--- src/rtl/cmpu_pkg.sv ---
package cmpu_pkg;

  typedef enum logic [1:0] {
    REL_EQ = 2'b00,
    REL_LT = 2'b01,
    REL_GT = 2'b10,
    REL_UN = 2'b11
  } rel_e;

  typedef enum logic [3:0] {
    CS_ZSET  = 4'b0000,
    CS_ZCLR  = 4'b0001,
    CS_GEQ   = 4'b1010,
    CS_LESS  = 4'b1011,
    CS_GRT   = 4'b1100,
    CS_LEQ   = 4'b1101,
    CS_ALW   = 4'b1110,
    CS_NEVER = 4'b1111
  } csel_e;

  localparam logic [1:0] MODE_SINT = 2'b00;
  localparam logic [1:0] MODE_UINT = 2'b01;

  localparam int FLAG_N = 3;
  localparam int FLAG_Z = 2;
  localparam int FLAG_C = 1;
  localparam int FLAG_V = 0;

  function automatic logic [3:0] rel_to_nzcv(input rel_e r);
    logic [3:0] f;
    f = 4'b0000;
    case (r)
      REL_EQ: f[FLAG_Z] = 1'b1;
      REL_LT: f[FLAG_N] = 1'b1;
      REL_GT: begin
        f[FLAG_N] = 1'b1;
        f[FLAG_V] = 1'b1;
      end
      default: f = 4'b0000;
    endcase
    return f;
  endfunction

endpackage

--- src/rtl/cmpu_int_order.sv ---
module cmpu_int_order
  import cmpu_pkg::*;
#(
  parameter int DATA_W = 32
) (
  input  logic [DATA_W-1:0] a,
  input  logic [DATA_W-1:0] b,
  input  logic              is_signed,
  output rel_e              rel
);

  logic lt_s, lt_u, same;

  always_comb begin
    lt_s = $signed(a) < $signed(b);
    lt_u = a < b;
    same = (a == b);
    if (same)
      rel = REL_EQ;
    else if (is_signed ? lt_s : lt_u)
      rel = REL_LT;
    else
      rel = REL_GT;
  end

endmodule

--- src/rtl/cmpu_fp_order.sv ---
module cmpu_fp_order
  import cmpu_pkg::*;
#(
  parameter int EXP_W  = 8,
  parameter int FRAC_W = 23
) (
  input  logic [EXP_W+FRAC_W:0] a,
  input  logic [EXP_W+FRAC_W:0] b,
  output rel_e                  rel
);

  localparam int MAG_W = EXP_W + FRAC_W;

  logic             sa, sb;
  logic [MAG_W-1:0] ma, mb;
  logic             nan_a, nan_b, zero_both, mag_lt, mag_eq;

  always_comb begin
    sa    = a[MAG_W];
    sb    = b[MAG_W];
    ma    = a[MAG_W-1:0];
    mb    = b[MAG_W-1:0];
    nan_a = (&a[MAG_W-1:FRAC_W]) && (|a[FRAC_W-1:0]);
    nan_b = (&b[MAG_W-1:FRAC_W]) && (|b[FRAC_W-1:0]);
    zero_both = (ma == '0) && (mb == '0);
    mag_lt = ma < mb;
    mag_eq = ma == mb;

    if (nan_a || nan_b)
      rel = REL_UN;
    else if (zero_both)
      rel = REL_EQ;
    else if (sa != sb)
      rel = sa ? REL_LT : REL_GT;
    else if (mag_eq)
      rel = REL_EQ;
    else if (mag_lt ^ sa)
      rel = REL_LT;
    else
      rel = REL_GT;
  end

endmodule

--- src/rtl/cmpu_cond_eval.sv ---
module cmpu_cond_eval
  import cmpu_pkg::*;
(
  input  logic [3:0] nzcv,
  input  logic [3:0] sel,
  output logic       pass,
  output logic       bad
);

  logic n, z, v;

  always_comb begin
    n    = nzcv[FLAG_N];
    z    = nzcv[FLAG_Z];
    v    = nzcv[FLAG_V];
    pass = 1'b0;
    bad  = 1'b0;
    case (sel)
      CS_ZSET:  pass = z;
      CS_ZCLR:  pass = ~z;
      CS_GEQ:   pass = (n == v);
      CS_LESS:  pass = (n != v);
      CS_GRT:   pass = ~z && (n == v);
      CS_LEQ:   pass = z || (n != v);
      CS_ALW:   pass = 1'b1;
      CS_NEVER: pass = 1'b0;
      default:  bad  = 1'b1;
    endcase
  end

endmodule

--- src/rtl/cmpu_top.sv ---
module cmpu_top
  import cmpu_pkg::*;
#(
  parameter int EXP_W  = 8,
  parameter int FRAC_W = 23
) (
  input  logic                      clk,
  input  logic                      rst_n,
  input  logic                      cmp_valid,
  input  logic [1:0]                cmp_mode,
  input  logic [EXP_W+FRAC_W:0]     op_a,
  input  logic [EXP_W+FRAC_W:0]     op_b,
  output logic [1:0]                rel_code,
  output logic [3:0]                flags,
  input  logic [3:0]                cond_sel,
  output logic                      cond_pass,
  output logic                      cond_err
);

  localparam int DATA_W = 1 + EXP_W + FRAC_W;
  localparam int MAG_W  = EXP_W + FRAC_W;

  rel_e       int_rel, fp_rel, sel_rel;
  logic       fp_mode;
  logic [3:0] flags_q;

  cmpu_int_order #(.DATA_W(DATA_W)) u_int (
    .a         (op_a),
    .b         (op_b),
    .is_signed (cmp_mode == MODE_SINT),
    .rel       (int_rel)
  );

  cmpu_fp_order #(.EXP_W(EXP_W), .FRAC_W(FRAC_W)) u_fp (
    .a   (op_a),
    .b   (op_b),
    .rel (fp_rel)
  );

  assign fp_mode  = cmp_mode[1];
  assign sel_rel  = fp_mode ? fp_rel : int_rel;
  assign rel_code = sel_rel;

  always_ff @(posedge clk) begin
    if (!rst_n)
      flags_q <= 4'b0000;
    else if (cmp_valid)
      flags_q <= rel_to_nzcv(sel_rel);
  end

  assign flags = flags_q;

  cmpu_cond_eval u_cond (
    .nzcv (flags_q),
    .sel  (cond_sel),
    .pass (cond_pass),
    .bad  (cond_err)
  );

  // unordered only in float mode
  p_unord_fp_only_r6: assert property (@(posedge clk) disable iff (!rst_n)
    (!fp_mode) |-> (rel_code != 2'b11));

  // signed zeros compare equal
  p_zero_equal_r5: assert property (@(posedge clk) disable iff (!rst_n)
    (fp_mode && op_a[MAG_W-1:0] == '0 && op_b[MAG_W-1:0] == '0) |-> (rel_code == 2'b00));

  // flag register only ever holds one of the four legal patterns
  p_flags_legal_r7: assert property (@(posedge clk) disable iff (!rst_n)
    (flags_q == 4'b0100) || (flags_q == 4'b1000) ||
    (flags_q == 4'b1001) || (flags_q == 4'b0000));

  // a strobe captures the relation seen at the edge
  p_flags_load_r7: assert property (@(posedge clk) disable iff (!rst_n)
    cmp_valid |=> (flags_q[FLAG_Z] == ($past(rel_code) == 2'b00)));

  // no strobe, no change
  p_flags_hold_r8: assert property (@(posedge clk) disable iff (!rst_n)
    !cmp_valid |=> $stable(flags_q));

  // an undefined selector never passes
  p_bad_cond_gate_r10: assert property (@(posedge clk) disable iff (!rst_n)
    cond_err |-> !cond_pass);

  // always/never selectors
  p_always_never_r9: assert property (@(posedge clk) disable iff (!rst_n)
    (cond_sel == 4'b1110 |-> cond_pass) and (cond_sel == 4'b1111 |-> !cond_pass));

endmodule

--- config.mk ---
export PLATFORM = sky130hd
export DESIGN_NAME = cmpu_top
export DESIGN_NICKNAME = d
export VERILOG_FILES = /design/src/rtl/cmpu_pkg.sv /design/src/rtl/cmpu_int_order.sv /design/src/rtl/cmpu_fp_order.sv /design/src/rtl/cmpu_cond_eval.sv /design/src/rtl/cmpu_top.sv
export SDC_FILE = /design/constraint.sdc
export NUM_CORES = 1
export LEC_CHECK = 0
export BUFFER_PORTS_ARGS = -buffer_cell sky130_fd_sc_hd__buf_2
export CAP_MARGIN = 10
export CORE_MARGIN = 4
export CORE_UTILIZATION = 30
export CTS_BUF_LIST = sky130_fd_sc_hd__clkbuf_8 sky130_fd_sc_hd__clkbuf_16
export CTS_CLUSTER_DIAMETER = 120
export DETAILED_ROUTE_END_ITERATION = 10
export PLACE_DENSITY = 0.65
export SLEW_MARGIN = 40
export SYNTH_ARGS = -nofsm -noshare
export SYNTH_HDL_FRONTEND = slang
export SYNTH_SLANG_ARGS = --single-unit
--- constraint.sdc ---
create_clock -name clk -period 3.7 [get_ports clk]
set_clock_uncertainty 0.15 [all_clocks]
set_input_delay 0.37 -clock clk [delete_from_list [all_inputs] [get_ports clk]]
set_output_delay 0.37 -clock clk [all_outputs]
set_load 0.02 [all_outputs]
==> flow_results.xml, run 1 <==
<?xml version="1.0" encoding="UTF-8"?>
<metrics>
  <group name="place">
    <metric name="dpl.hpwl" unit="mm">3.93</metric>
    <metric name="placedCellCount" unit="">322</metric>
    <metric name="io_buffers" unit="">79</metric>
    <metric name="place.gp.congestion" unit="">0.922</metric>
  </group>
  <group name="final_layout">
    <metric name="final_nets" unit="">381</metric>
    <metric name="final_layout_size_suffix_gt1_frac" unit="">0.332</metric>
    <metric name="n_antenna_cell" unit="">0</metric>
    <metric name="fillers" unit="">489</metric>
    <metric name="core_occupancy_in_the_finished_layout" unit="">0.426</metric>
    <metric name="top_library_cells_by_usage_in_the_layout_fill_and_taps_aside" unit="">sky130_fd_sc_hd__buf_2 (79), sky130_fd_sc_hd__inv_1 (37), sky130_fd_sc_hd__ha_1 (33), sky130_fd_sc_hd__nor4_1 (15), sky130_fd_sc_hd__nand4_1 (12)</metric>
    <metric name="commonest_non_fill_non_tap_cell_in_the_layout" unit="">sky130_fd_sc_hd__buf_2</metric>
    <metric name="syn2layout_area_growth" unit="%">36.0</metric>
    <metric name="non_filler_instance_count_after_layout" unit="">326</metric>
    <metric name="largest_register_ff_count" unit="">3</metric>
  </group>
  <group name="clocking">
    <metric name="clock_sinks" unit="">3</metric>
    <metric name="post_cts_buffers" unit="">0</metric>
    <metric name="cts_tree" unit="">yes</metric>
    <metric name="post_cts.resized_instances" unit="">0</metric>
    <metric name="cts_bufs_inserted" unit="">3</metric>
    <metric name="path_clk_slew" unit="ns">0.03</metric>
    <metric name="maximum_number_of_buffers_from_clock_root_to_sink" unit="">2</metric>
    <metric name="holdBufCountCts" unit="">0</metric>
    <metric name="number_of_h_tree_levels" unit="">1</metric>
    <metric name="clock_insertion_delay_worst_skew" unit="ns">0.22</metric>
    <metric name="cts_root_buf" unit="">sky130_fd_sc_hd__clkbuf_8</metric>
  </group>
  <group name="grt">
    <metric name="overall_routing_resource_usage" unit="">0.148</metric>
    <metric name="maximum_number_of_pins_on_one_net_before_global_route_repair" unit="">8</metric>
    <metric name="grt_pass1_wl" unit="mm">6.80</metric>
    <metric name="grt_antenna_before_repair" unit="">0</metric>
    <metric name="number_of_global_route_vias_before_repair" unit="">1643</metric>
    <metric name="grt_overflow_total" unit="">0</metric>
  </group>
  <group name="sta">
    <metric name="report.final.hold_viol_count" unit="">0</metric>
    <metric name="maxClockFrequency" unit="MHz">294</metric>
    <metric name="finalWorstPathRequiredPeriod" unit="ns">3.40</metric>
    <metric name="timing.final.max_slew_violations" unit="">0</metric>
    <metric name="min_period_over_period" unit="">0.919</metric>
    <metric name="setup-violations-final" unit="">0</metric>
    <metric name="rsz0062_at_grt" unit="">false</metric>
    <metric name="fin_hold_ws" unit="ns">0.278</metric>
    <metric name="totalNegativeSetupSlack" unit="ns">0</metric>
  </group>
  <group name="synthesis">
    <metric name="synth-edff-count" unit="">0</metric>
    <metric name="syn-mean-instance-area" unit="sq um">7.20</metric>
    <metric name="post_synthesis_register_bit_count" unit="">3</metric>
    <metric name="postSynth.asyncResetShare" unit="">0</metric>
    <metric name="postSynthNetCount" unit="">298</metric>
    <metric name="syn_area" unit="sq mm">0.00138</metric>
    <metric name="yosysSeqAreaShare" unit="">0.0434</metric>
    <metric name="netlist_top_cells_area" unit="">sky130_fd_sc_hd__ha_1 (30%), sky130_fd_sc_hd__inv_1 (9.8%), sky130_fd_sc_hd__nor4_1 (6.8%)</metric>
    <metric name="share_of_the_synthesized_area_in_the_top_cell_type" unit="">0.299</metric>
    <metric name="ys.flop_type" unit="">sky130_fd_sc_hd__dfxtp_1</metric>
    <metric name="netlist.top_cell.by_area" unit="">sky130_fd_sc_hd__ha_1</metric>
    <metric name="yosysUniqueCellTypes" unit="">41</metric>
    <metric name="syn_inst" unit="">192</metric>
    <metric name="yosys_warnings" unit="">0</metric>
  </group>
  <group name="die">
    <metric name="chipHeight" unit="microns">75.9</metric>
    <metric name="std_cell_rows" unit="">24</metric>
    <metric name="io_pins" unit="">81</metric>
    <metric name="fp.dieW" unit="microns">75.9</metric>
    <metric name="initial_utilization" unit="">0.313</metric>
    <metric name="core_area" unit="sq mm">0.00441</metric>
    <metric name="design.die.area" unit="sq mm">0.00576</metric>
  </group>
  <group name="critical_path">
    <metric name="cp_top_family" unit="">simple AND/OR/NAND/NOR gates</metric>
    <metric name="critical_path_arrival" unit="ns">2.88</metric>
    <metric name="critical-path-top-cell-by-count" unit="">sky130_fd_sc_hd__buf_2</metric>
    <metric name="crit_path_cell_trace" unit="">buf_2 -&gt; inv_1 -&gt; ha_1 -&gt; and4_1 -&gt; or4b_4 -&gt; nor4_4 -&gt; nand2_2 -&gt; and4_4 -&gt; or4_1 -&gt; buf_2</metric>
    <metric name="worst-path-buf-inv" unit="">3</metric>
    <metric name="worst_path_largest_cell_delay" unit="ns">0.51</metric>
    <metric name="critical_path.endpoint_type" unit="">output port</metric>
    <metric name="timing_worst_setup_path_type" unit="">in -&gt; out</metric>
    <metric name="critical_path_peak_fanout" unit="">6</metric>
    <metric name="cp_slowest_cell" unit="">sky130_fd_sc_hd__or4_1</metric>
    <metric name="timing.critical_path.from_type" unit="">input port</metric>
    <metric name="worst_ep_required_time" unit="ns">3.18</metric>
  </group>
  <group name="routing">
    <metric name="total_wire_length" unit="mm">4.31</metric>
    <metric name="number_of_iterations_in_the_first_detailed_routing_pass" unit="">4</metric>
    <metric name="wire_per_inst" unit="microns">13.2</metric>
    <metric name="route.antenna.remaining_nets" unit="">0</metric>
    <metric name="via_per_inst" unit="">5.22</metric>
    <metric name="num_vias" unit="">1703</metric>
    <metric name="detail_route.drc_violations" unit="">0</metric>
    <metric name="drt-initial-drc-count" unit="">60</metric>
  </group>
  <group name="worst_hold_path">
    <metric name="min-delay-path-class" unit="">in -&gt; reg</metric>
  </group>
  <group name="outcome">
    <metric name="run_status" unit="">completed</metric>
  </group>
  <group name="pwr">
    <metric name="power_density" unit="mW/mm^2">173</metric>
    <metric name="p_leak" unit="nW">1.06</metric>
    <metric name="worst_ir_drop_vdd" unit="V">0.000130</metric>
  </group>
  <group name="flow_run">
    <metric name="drv.max_cap_violation_count" unit="">0</metric>
  </group>
</metrics>
-- metrics by stage --
step / power (W) / worst slack (ns) / cell area (sq um)
after global placement: 0.000231 / 0.325 / 1840
after floorplan: 0.000149 / 0.597 / 1380
final: 0.000326 / 0.301 / 1880
after detailed placement: 0.000234 / 0.287 / 1840
after CTS: 0.000332 / 0.279 / 1880
after global routing: 0.000364 / 0.196 / 1880
-- cells by family after synthesis --
family,share of synthesized area
xor+xnor,0.0127
fa+ha+maj,0.299
flops,0.0434
compound gates,0.197
buf+inv,0.103
simple gates,0.328
mux,0.0145
other cells,0.00271
-- metal layers --
| metal | share of wire | wire length, microns | global-route usage | vias up |
|---|---|---|---|---|
| met5 | 0 | 0 | 0 | - |
| met4 | 0.016 | 68 | 0.0330 | 0 |
| met3 | 0.058 | 248 | 0.0251 | 6 |
| met2 | 0.54 | 2310 | 0.286 | 38 |
| met1 | 0.39 | 1680 | 0.165 | 767 |
| li1 | - | - | - | 892 |
-- cells in the mapped netlist (3+ instances only) --
| cell type | n |
|---|---|
| sky130_fd_sc_hd__ha_1 | 33 |
| sky130_fd_sc_hd__nand3b_1 | 5 |
| sky130_fd_sc_hd__a211oi_1 | 3 |
| sky130_fd_sc_hd__nand3_1 | 5 |
| sky130_fd_sc_hd__nor3_1 | 6 |
| sky130_fd_sc_hd__a21oi_1 | 10 |
| sky130_fd_sc_hd__o21ai_0 | 9 |
| sky130_fd_sc_hd__nand2_1 | 8 |
| sky130_fd_sc_hd__dfxtp_1 | 3 |
| sky130_fd_sc_hd__nand4_1 | 12 |
| sky130_fd_sc_hd__nor4_1 | 15 |
| sky130_fd_sc_hd__nor2_1 | 6 |
| sky130_fd_sc_hd__inv_1 | 36 |
| sky130_fd_sc_hd__a21o_1 | 5 |
-- worst paths after layout --
kind / start / to / slack (ns) / cells after the start
max reg2reg: flags[3] / flags[3] / 2.93 / 1
min reg2reg: flags[3] / flags[3] / 0.37 / 1
max: op_b[17] / rel_code[0] / 0.30 / 10
min: rst_n / flags[0] / 0.28 / 2
-- report_power, final --
group          switching (W)  internal (W)   total, W
combinational       0.000104     0.0000909   0.000195
sequential        0.00000219     0.0000352  0.0000374
clock              0.0000227     0.0000707  0.0000934
total               0.000129      0.000197   0.000326
-- cell type report --
class                   count  area [sq um]  share of cell area
multi-input cells         152          1180               0.627
repair buffers             79           395               0.210
inverters                  36           135              0.0719
well taps                  52          65.1              0.0346
flip-flops and latches      3          60.1              0.0319
clock buffers               3          41.3              0.0220
clock inverters             1          3.75             0.00200
(Power assumes the default switching activity.)
==> inputs of run 2 (changes only) <==
Clock period 3.7 ns to 3.95 ns, I/O delays scaled along.
==> run 2 against run 1 <==
- count of clock-buffer cells in the layout unchanged
- non-clock buffer count unchanged
- worst hold slack better by 0.026 ns
- sequential power down 6.4%
- combinational power down 6%
- design area unchanged
- final cell count unchanged
- critical path depth unchanged
- setup slack better by 0.16 ns
- via count up 2.3%
- register-to-register slack better by 0.24 ns
- sequential share of layout area unchanged
- critical endpoint unchanged
==> flow_results.xml, run 2 (synthesis results as in run 1) <==
<?xml version="1.0" encoding="UTF-8"?>
<metrics>
  <group name="outcome">
    <metric name="run_status" unit="">completed</metric>
  </group>
  <group name="clocking">
    <metric name="post_cts_buffers" unit="">0</metric>
    <metric name="clock_sinks" unit="">3</metric>
    <metric name="number_of_h_tree_levels" unit="">1</metric>
    <metric name="cts_bufs_inserted" unit="">3</metric>
    <metric name="maximum_number_of_buffers_from_clock_root_to_sink" unit="">2</metric>
    <metric name="cts_tree" unit="">yes</metric>
    <metric name="path_clk_slew" unit="ns">0.03</metric>
    <metric name="post_cts.resized_instances" unit="">0</metric>
    <metric name="cts_root_buf" unit="">sky130_fd_sc_hd__clkbuf_8</metric>
    <metric name="holdBufCountCts" unit="">0</metric>
    <metric name="clock_insertion_delay_worst_skew" unit="ns">0.22</metric>
  </group>
  <group name="routing">
    <metric name="met3WireLength" unit="microns">201</metric>
    <metric name="total_wire_length" unit="mm">4.39</metric>
    <metric name="num_vias" unit="">1743</metric>
    <metric name="met2_length" unit="mm">2.30</metric>
    <metric name="route.antenna.remaining_nets" unit="">0</metric>
    <metric name="detail_route.drc_violations" unit="">0</metric>
    <metric name="via_per_inst" unit="">5.35</metric>
    <metric name="highest-signal-layer" unit="">met4</metric>
    <metric name="drt-initial-drc-count" unit="">73</metric>
    <metric name="wire_per_inst" unit="microns">13.5</metric>
    <metric name="drt-met1-wl" unit="mm">1.81</metric>
    <metric name="number_of_iterations_in_the_first_detailed_routing_pass" unit="">4</metric>
  </group>
  <group name="critical_path">
    <metric name="cp_top_family" unit="">simple AND/OR/NAND/NOR gates</metric>
    <metric name="critical-path-top-cell-by-count" unit="">sky130_fd_sc_hd__buf_2</metric>
    <metric name="critical_path_arrival" unit="ns">2.94</metric>
    <metric name="worst-path-buf-inv" unit="">3</metric>
    <metric name="worst_ep_required_time" unit="ns">3.40</metric>
    <metric name="rr_worst_depth" unit="">1</metric>
    <metric name="crit_path_cell_trace" unit="">buf_2 -&gt; inv_1 -&gt; ha_1 -&gt; and4_1 -&gt; or4b_4 -&gt; nor4_4 -&gt; nand2_2 -&gt; and4_4 -&gt; or4_1 -&gt; buf_2</metric>
    <metric name="critical_path.endpoint_type" unit="">output port</metric>
    <metric name="worst_path_largest_cell_delay" unit="ns">0.52</metric>
    <metric name="timing_worst_setup_path_type" unit="">in -&gt; out</metric>
    <metric name="critical_path_peak_fanout" unit="">6</metric>
    <metric name="cp_slowest_cell" unit="">sky130_fd_sc_hd__or4_1</metric>
    <metric name="ff2ff_setup_slack" unit="ns">3.17</metric>
    <metric name="cp_num_cells" unit="">10</metric>
    <metric name="timing.critical_path.from_type" unit="">input port</metric>
  </group>
  <group name="place">
    <metric name="place.gp.congestion" unit="">0.922</metric>
    <metric name="io_buffers" unit="">79</metric>
    <metric name="dpl.hpwl" unit="mm">3.96</metric>
  </group>
  <group name="sta">
    <metric name="setup-violations-final" unit="">0</metric>
    <metric name="timing.final.max_slew_violations" unit="">0</metric>
    <metric name="rsz0062_at_grt" unit="">false</metric>
    <metric name="finalWorstPathRequiredPeriod" unit="ns">3.49</metric>
    <metric name="maxClockFrequency" unit="MHz">287</metric>
    <metric name="min_period_over_period" unit="">0.884</metric>
    <metric name="report.final.hold_viol_count" unit="">0</metric>
    <metric name="totalNegativeSetupSlack" unit="ns">0</metric>
  </group>
  <group name="final_layout">
    <metric name="largest_register_ff_count" unit="">3</metric>
    <metric name="fillers" unit="">474</metric>
    <metric name="final_nets" unit="">381</metric>
    <metric name="n_antenna_cell" unit="">0</metric>
    <metric name="top_library_cells_by_usage_in_the_layout_fill_and_taps_aside" unit="">sky130_fd_sc_hd__buf_2 (79), sky130_fd_sc_hd__inv_1 (37), sky130_fd_sc_hd__ha_1 (33), sky130_fd_sc_hd__nor4_1 (15), sky130_fd_sc_hd__nand4_1 (12)</metric>
    <metric name="final_layout_size_suffix_gt1_frac" unit="">0.332</metric>
    <metric name="commonest_non_fill_non_tap_cell_in_the_layout" unit="">sky130_fd_sc_hd__buf_2</metric>
    <metric name="core_occupancy_in_the_finished_layout" unit="">0.426</metric>
    <metric name="syn2layout_area_growth" unit="%">36.0</metric>
  </group>
  <group name="flow_run">
    <metric name="drv.max_cap_violation_count" unit="">0</metric>
  </group>
  <group name="grt">
    <metric name="grt_pass1_wl" unit="mm">6.61</metric>
    <metric name="maximum_number_of_pins_on_one_net_before_global_route_repair" unit="">8</metric>
    <metric name="number_of_global_route_vias_before_repair" unit="">1645</metric>
    <metric name="overall_routing_resource_usage" unit="">0.144</metric>
    <metric name="grt_overflow_total" unit="">0</metric>
    <metric name="grt_antenna_before_repair" unit="">0</metric>
  </group>
  <group name="die">
    <metric name="std_cell_rows" unit="">24</metric>
    <metric name="design.die.area" unit="sq mm">0.00576</metric>
    <metric name="io_pins" unit="">81</metric>
    <metric name="core_area" unit="sq mm">0.00441</metric>
    <metric name="fp.dieW" unit="microns">75.9</metric>
    <metric name="initial_utilization" unit="">0.313</metric>
    <metric name="chipHeight" unit="microns">75.9</metric>
  </group>
  <group name="pwr">
    <metric name="worst_ir_drop_vdd" unit="V">0.000174</metric>
    <metric name="power_density" unit="mW/mm^2">163</metric>
    <metric name="p_leak" unit="nW">1.06</metric>
  </group>
  <group name="worst_hold_path">
    <metric name="min-delay-path-class" unit="">in -&gt; reg</metric>
    <metric name="min_path_cells" unit="">2</metric>
  </group>
</metrics>
[run 2: cell counts in the layout (fill, tap and decap cells not counted)]
Identical to the previous run, type by type.
[run 2: metal layers]
layer  track usage  up-vias
met5             0        -
met4        0.0311        0
met3        0.0211        9
met2         0.277       45
met1         0.165      800
li1              -      889
[run 2: final cells by class]
type / instances / area, sq um / share of cell area
multi-input combinational: 152 / 1180 / 0.627
timing repair buffer: 79 / 395 / 0.210
inverter: 36 / 135 / 0.0719
tap: 52 / 65.1 / 0.0346
sequential: 3 / 60.1 / 0.0319
clock buffer: 3 / 41.3 / 0.0220
clock inverter: 1 / 3.75 / 0.00200
[run 2: report_power, final]
group          switching (W)  internal, W
registers         0.00000208    0.0000330
clock network      0.0000218    0.0000663
logic              0.0000989    0.0000852
[run 2: worst paths after layout]
| check | from | to |
|---|---|---|
| setup / recovery | op_b[17] | rel_code[0] |
| hold / removal | rst_n | flags[0] |
| setup reg to reg | flags[3] | flags[3] |
| hold reg to reg | flags[2] | flags[2] |
[run 2: per-stage QoR]
stage	total power (W)	hold slack [ns]	setup slack, ns	cells	cell area (sq um)
after global placement	0.000217	0.354	0.525	322	1840
after global routing	0.000339	0.317	0.405	326	1880
after floorplan	0.000140	0.373	0.797	192	1380
after detailed placement	0.000219	0.363	0.491	322	1840
after CTS	0.000311	0.302	0.474	326	1880
final	0.000307	0.304	0.460	326	1880
